==> config.mk <==
export PLATFORM = sky130hd
export DESIGN_NAME = burst_col_gen
export DESIGN_NICKNAME = d
export VERILOG_FILES = /design/src/rtl/bcg_pkg.sv /design/src/rtl/bcg_mode_decode.sv /design/src/rtl/bcg_beat_ctrl.sv /design/src/rtl/bcg_col_order.sv /design/src/rtl/burst_col_gen.sv
export SDC_FILE = /design/constraint.sdc
export NUM_CORES = 1
export LEC_CHECK = 0
export ABC_AREA = 0
export CORE_MARGIN = 2
export CORE_UTILIZATION = 45
export CTS_BUF_LIST = sky130_fd_sc_hd__clkbuf_8 sky130_fd_sc_hd__clkbuf_16
export CTS_CLUSTER_DIAMETER = 50
export CTS_CLUSTER_SIZE = 20
export DETAILED_ROUTE_END_ITERATION = 12
export PLACE_DENSITY = 0.79
export SLEW_MARGIN = 40
export SYNTH_ARGS = -nofsm -noshare
export SYNTH_HDL_FRONTEND = slang
export SYNTH_SLANG_ARGS = --single-unit
==> constraint.sdc <==
create_clock -name clk -period 2.8 [get_ports clk]
set_clock_uncertainty 0.15 [all_clocks]
set_input_delay 0.56 -clock clk [delete_from_list [all_inputs] [get_ports clk]]
set_output_delay 0.56 -clock clk [all_outputs]
set_load 0.05 [all_outputs]
==> src/rtl/bcg_pkg.sv <==
package bcg_pkg;
   localparam int MODE_W     = 4;
   localparam int LG_W       = 2;
   localparam int MAX_LG     = 3;

   // decoded burst configuration, latched at start
   typedef struct packed {
      logic            full;
      logic            ilv;
      logic [LG_W-1:0] lg;
   } burst_cfg_t;

   localparam logic [2:0] LEN_FULL_CODE = 3'd7;
endpackage

==> src/rtl/bcg_mode_decode.sv <==
module bcg_mode_decode
   import bcg_pkg::*;
#(
   parameter int MW = MODE_W
) (
   input  logic [MW-1:0] mode,
   output burst_cfg_t    cfg
);
   generate
      if (MW < 4) begin : g_bad_mw
         $error("bcg_mode_decode: mode field needs at least 4 bits");
      end
   endgenerate

   logic [2:0] len_code;
   assign len_code = mode[2:0];

   always_comb begin
      cfg.ilv  = mode[3];
      cfg.full = 1'b0;
      cfg.lg   = '0;
      if (len_code == LEN_FULL_CODE) begin
         cfg.full = 1'b1;
      end else if (len_code <= 3'(MAX_LG)) begin
         cfg.lg = len_code[LG_W-1:0];
      end
      // reserved codes keep lg = 0, i.e. a single beat
   end
endmodule

==> src/rtl/bcg_beat_ctrl.sv <==
module bcg_beat_ctrl
   import bcg_pkg::*;
#(
   parameter int CW = 9
) (
   input  logic          clk,
   input  logic          rst_n,
   input  logic          start,
   input  logic          stop,
   input  burst_cfg_t    cfg_in,
   output logic          active,
   output logic [CW-1:0] beat,
   output burst_cfg_t    cfg_q,
   output logic          last
);
   localparam logic [CW-1:0] ONE = CW'(1);

   logic [CW-1:0] len_m1;
   assign len_m1 = (ONE << cfg_q.lg) - ONE;
   assign last   = active && !cfg_q.full && (beat == len_m1);

   always_ff @(posedge clk) begin
      if (!rst_n) begin
         active <= 1'b0;
         beat   <= '0;
         cfg_q  <= '0;
      end else if (start) begin
         active <= 1'b1;
         beat   <= '0;
         cfg_q  <= cfg_in;
      end else if (active && (stop || last)) begin
         active <= 1'b0;
         beat   <= '0;
      end else if (active) begin
         beat   <= beat + ONE;
      end
   end
endmodule

==> src/rtl/bcg_col_order.sv <==
module bcg_col_order
   import bcg_pkg::*;
#(
   parameter int CW      = 9,
   parameter bit HAS_ILV = 1'b1
) (
   input  logic [CW-1:0] base_col,
   input  logic [CW-1:0] beat,
   input  burst_cfg_t    cfg,
   output logic [CW-1:0] col
);
   logic [CW-1:0] wrap_mask;
   logic [CW-1:0] seq_col;
   logic [CW-1:0] sum;

   // one mask bit per column bit: inside the wrap block or not
   generate
      for (genvar b = 0; b < CW; b++) begin : g_mask
         if (b < MAX_LG) begin : g_low
            assign wrap_mask[b] = cfg.full || (int'(cfg.lg) > b);
         end else begin : g_high
            assign wrap_mask[b] = cfg.full;
         end
      end
   endgenerate

   assign sum     = base_col + beat;
   assign seq_col = (base_col & ~wrap_mask) | (sum & wrap_mask);

   generate
      if (HAS_ILV) begin : g_ilv
         logic [CW-1:0] ilv_col;
         assign ilv_col = (base_col & ~wrap_mask) | ((base_col ^ beat) & wrap_mask);
         assign col     = (cfg.ilv && !cfg.full) ? ilv_col : seq_col;
      end else begin : g_seq_only
         assign col = seq_col;
      end
   endgenerate
endmodule

==> src/rtl/burst_col_gen.sv <==
module burst_col_gen
   import bcg_pkg::*;
#(
   parameter int COL_W   = 9,
   parameter bit HAS_ILV = 1'b1
) (
   input  logic             clk,
   input  logic             rst_n,
   input  logic             start_i,
   input  logic [COL_W-1:0] start_col_i,
   input  logic [3:0]       mode_i,
   input  logic             stop_i,
   output logic [COL_W-1:0] col_o,
   output logic             valid_o,
   output logic             last_o
);
   generate
      if (COL_W <= MAX_LG) begin : g_bad_cw
         $error("burst_col_gen: column width must exceed the largest wrap block");
      end
   endgenerate

   burst_cfg_t       cfg_dec;
   burst_cfg_t       cfg_q;
   logic             active;
   logic [COL_W-1:0] beat;
   logic [COL_W-1:0] base_q;
   logic             last;

   bcg_mode_decode #(.MW(4)) u_dec (
      .mode (mode_i),
      .cfg  (cfg_dec)
   );

   bcg_beat_ctrl #(.CW(COL_W)) u_ctrl (
      .clk    (clk),
      .rst_n  (rst_n),
      .start  (start_i),
      .stop   (stop_i),
      .cfg_in (cfg_dec),
      .active (active),
      .beat   (beat),
      .cfg_q  (cfg_q),
      .last   (last)
   );

   always_ff @(posedge clk) begin
      if (!rst_n)       base_q <= '0;
      else if (start_i) base_q <= start_col_i;
   end

   bcg_col_order #(.CW(COL_W), .HAS_ILV(HAS_ILV)) u_order (
      .base_col (base_q),
      .beat     (beat),
      .cfg      (cfg_q),
      .col      (col_o)
   );

   assign valid_o = active;
   assign last_o  = last;
endmodule

==> run summary, run 1 <==
The mean cell area of the mapped netlist is 8.680 sq um. The via count of the first global-routing pass came out at roughly 1400. The min-delay analysis places its worst path in the category reg2reg.

The stage delay of the slowest cell on the critical path is 0.36 ns. The clock network burns between 20% and 30% of the power. STA classifies the critical path endpoint as an output pin.

The total power per unit cell area came out at roughly 340 nW/um^2. The placement row count came out at 22. The final count of pins violating max slew is 0. Static timing analysis puts the maximum clock frequency at 326.4 MHz.

The clock latency on the worst-skew pair came out at 0.27 ns. The switching power is 237.6 uW. The largest net degree at the start of global routing came out at 17.

The post-layout net count is 262. The ratio of cells with drive above 1 in the final layout came out at approximately a quarter. In this run the cell area of the synthesized design comes to 1658 sq um. The starting density of the core is 45.98%. The data required time at the worst endpoint is 2.09 ns. The family with the most delay on the worst path is compound AO/OA/AOI/OAI gates. In the synthesized netlist the async set-or-reset flop fraction comes to 0%. The first TritonRoute pass finished after 4 iterations. The worst setup path is launched from a register.

The critical path in this run is classified as reg2out. The arrival time of data at the critical path endpoint is 2.35 ns. Once layout is complete, the cells apart from fillers number 281. The number of CTS-inserted buffers came out at 3. The number of DRC markers in iteration 0 is 71.

The sequential area share after synthesis is about 28%. The buffer levels on the longest clock path came out at 2. For this run, the share of the core covered by cells in the final layout is 63.32%. The share of the clock period used by the worst path after layout is 109.4%. The total routing resource utilization after global routing came out at 20.21%. Summed over all cells, the static leakage comes to just under 0.9 nW. The number of storage elements in the synthesis netlist is 23. Counting both buffers and inverters, the worst setup path holds a total of 1. The number of antenna diodes in the final layout is 0. The overall die height came out at 64.70 um. The signed area change from the synthesized netlist to the final layout came out at 37.74%. The number of library cell types mapped by synthesis is 48. In the synthesized netlist the dominant register cell turns out to be dfxtp_1. The cell count after placement is 275. The core box area is approximately 3600 sq um. The wire length of the first global-routing pass came out at 6637 um. The number of filler instances in the final layout is 291. In this run the count of I/O pins placed on the die edge is 28. The area of the die is 4185 sq um. The weighted congestion reported at the end of routability-driven placement is 0.8253. The run finished, with violations left.

The checks that failed: setup timing. The floorplan step set the die width to 64.70 um. For the pin with the worst max-slew slack, the measured transition is 0.5534 ns. Summed over all layers, the global routing overflow is 0. The max-cap violation count is 0. The post-detailed-placement half-perimeter wirelength is slightly below 3000 um. The signal on the critical path passes through ha_4, fa_2, a21oi_4, o22ai_1, o41a_1, xnor2_1, o32ai_4, buf_12.

The CTS H-tree depth came out at 1. The detail route stage leaves a number of antenna-violating nets equal to 0. The switching power share of the total came out at 30.26%. In this run, synthesis inferred 0 flip-flops with an integrated enable.

The total nets after synthesis is 219. The number of buffers added to fix hold violations after cts is 0. Combinational logic is responsible for ~29% of the overall power. The cell chosen for the clock root is clkbuf_8.

The largest individual stage delay along the critical path comes from the cell fa_2. The clock period minus worst slack came out at 3.064 ns. Leaving out fill and tap cells, the most frequent cell in the layout is nand2_1. The clock tree from TritonCTS is built. The peak fanout along the critical path came out at 3.

For this block, the routed nets add up to ~3900 um of wire. The internal power contribution came out at 547.6 uW. In this run the tool buffered the top-level ports with 27 buffer cells.

The detail-routed net length per standard cell came out at approximately 14 um. The number of endpoints with negative hold slack in the final report came to 0. The final setup violation count came out at 4. Sequential cells account for 44.6% of the total power.

The clock sink count is 23. The via density per instance came out at ~5.4. Synthesis produced 191 cells. The least setup slack across all paths after layout is -0.2642 ns. The total of warnings raised by yosys came out at 0. Setup repair after global routing could not meet its margin everywhere. In the layout the commonest cells are nand2_1, dfxtp_1, clkdlybuf4s50_1, buf_4, nor2b_1. In the routed design, unresolved DRC markers number 0.

The number of vias after detailed routing came out at around 1500. The clock-pin slew reported for the worst setup and hold paths after clock tree synthesis came out at around 0.08 ns. The worst slew slack as a fraction of its limit came out at between 60% and 70%.

The total negative slack for setup checks is -0.7024 ns. The peak supply drop came out at 0.2442 mV. The number of antenna violations at the first check in global routing is 0.
stage by stage:
step,hold WS (ns),worst slack (ns),power (mW),area (sq um)
after floorplan,0.3254,-0.1672,0.4857,1695
after global placement,0.3609,-0.1121,0.5756,2177
after detailed placement,0.3708,-0.1609,0.5788,2177
after CTS,0.3826,-0.2927,0.7860,2256
after global routing,0.4266,-0.3697,0.8237,2283
final,0.3934,-0.2642,0.7851,2283
power by group through the flow:
stage / Sequential, mW / Clock (mW) / Combinational (mW)
after floorplan: 0.358 / 0 / 0.127
after global placement: 0.356 / 0 / 0.220
after detailed placement: 0.357 / 0 / 0.222
after CTS: 0.349 / 0.212 / 0.224
after global routing: 0.352 / 0.232 / 0.240
final: 0.350 / 0.210 / 0.224
timing repair:
action,4_1_cts,5_1_grt
buffers inserted,1,1
endpoints found under the setup margin,7,8
gates resized for setup,7,8
pin swaps,4,5
path summary, 6_finish.rpt:
path | startpoint | end | slack [ns] | cells after the start
setup / recovery | u_ctrl.beat[0] | col_o[8] | -0.26 | 8
hold / removal | base_q[4] | base_q[4] | 0.39 | 2
setup reg to reg | u_ctrl.cfg_q[1] | u_ctrl.beat[0] | 0.59 | 8
hold reg to reg | base_q[4] | base_q[4] | 0.39 | 2
kinds of logic (layout without fill, tap and decap cells):
logic type | after synthesis | count (layout) | synth area share, %
XOR/XNOR | 13 | 13 | 6.868
adder cells (fa/ha/maj) | 11 | 11 | 8.755
buffers and inverters | 16 | 58 | 4.604
flip-flops | 23 | 23 | 27.77
multiplexers | 15 | 15 | 9.434
AND/OR/NAND/NOR | 72 | 72 | 24.60
AO/OA/AOI/OAI | 41 | 41 | 17.96
Yosys cell counts (2+ instances only):
master,count,share of area [%]
a21oi_1,11,3.3
a31oi_1,2,0.75
and2_1,3,1.1
and3_1,2,0.75
buf_6,2,1.4
clkbuf_1,2,0.45
dfxtp_1,23,28
ha_1,10,7.5
inv_1,10,2.3
mux2_2,5,3.4
mux2i_1,10,6.0
nand2_1,19,4.3
nand3_1,7,2.1
nand3b_1,2,0.91
nor2_1,9,2.0
nor2b_1,12,4.5
nor3_1,6,1.8
o211ai_1,3,1.4
o21ai_0,7,2.1
o21ai_1,2,0.60
o22ai_1,4,1.5
o2bb2ai_1,2,1.1
o311ai_0,2,1.1
xnor2_1,6,3.2
xor2_1,7,3.7
worst register-to-register path, delay by kind of cell (launching register included):
family	cells	cell delay [ns]
DFF	1	0.35
buffers and inverters	1	0.09
adders and majority gates	1	0.29
AOI/OAI and AO/OA	2	0.51
xor gates and xnor gates	1	0.42
and+or+nand+nor	3	0.30
flip-flops by register name, indices dropped and copies added (netlist names):
register,cells
base_q,9
u_ctrl.cfg_q,4
u_ctrl.active,1
u_ctrl.beat,9
area by class of cell:
| type | instances | area [sq um] | share of cell area [%] |
|---|---|---|---|
| Timing Repair Buffer | 44 | 475.5 | 20.82 |
| Sequential cell | 23 | 466.7 | 20.44 |
| Inverter | 10 | 37.54 | 1.644 |
| Tap cell | 48 | 60.06 | 2.630 |
| Clock inverter | 1 | 3.754 | 0.1644 |
| Multi-Input combinational cell | 152 | 1199 | 52.49 |
| Clock buffer | 3 | 41.29 | 1.808 |
per-layer routing:
layer | wire (um) | up-vias | GRT usage (%)
met3 | 95 | 4 | 2.778
met2 | 1928 | 23 | 33.20
li1 | - | 781 | -
met1 | 1877 | 716 | 27.63
met5 | 0 | - | 0
met4 | 36 | 0 | 5.851
(Power assumes the default switching activity.)
==> inputs of run 2 (changes only) <==
--- a/config.mk
+++ b/config.mk
@@ -6,6 +6,7 @@
 export NUM_CORES = 1
 export LEC_CHECK = 0
 export ABC_AREA = 0
+export CAP_MARGIN = 30
 export CORE_MARGIN = 2
 export CORE_UTILIZATION = 45
 export CTS_BUF_LIST = sky130_fd_sc_hd__clkbuf_8 sky130_fd_sc_hd__clkbuf_16
==> results of run 2 <==
Same layout as run 1: the final DEF is identical, and so are final timing and power.
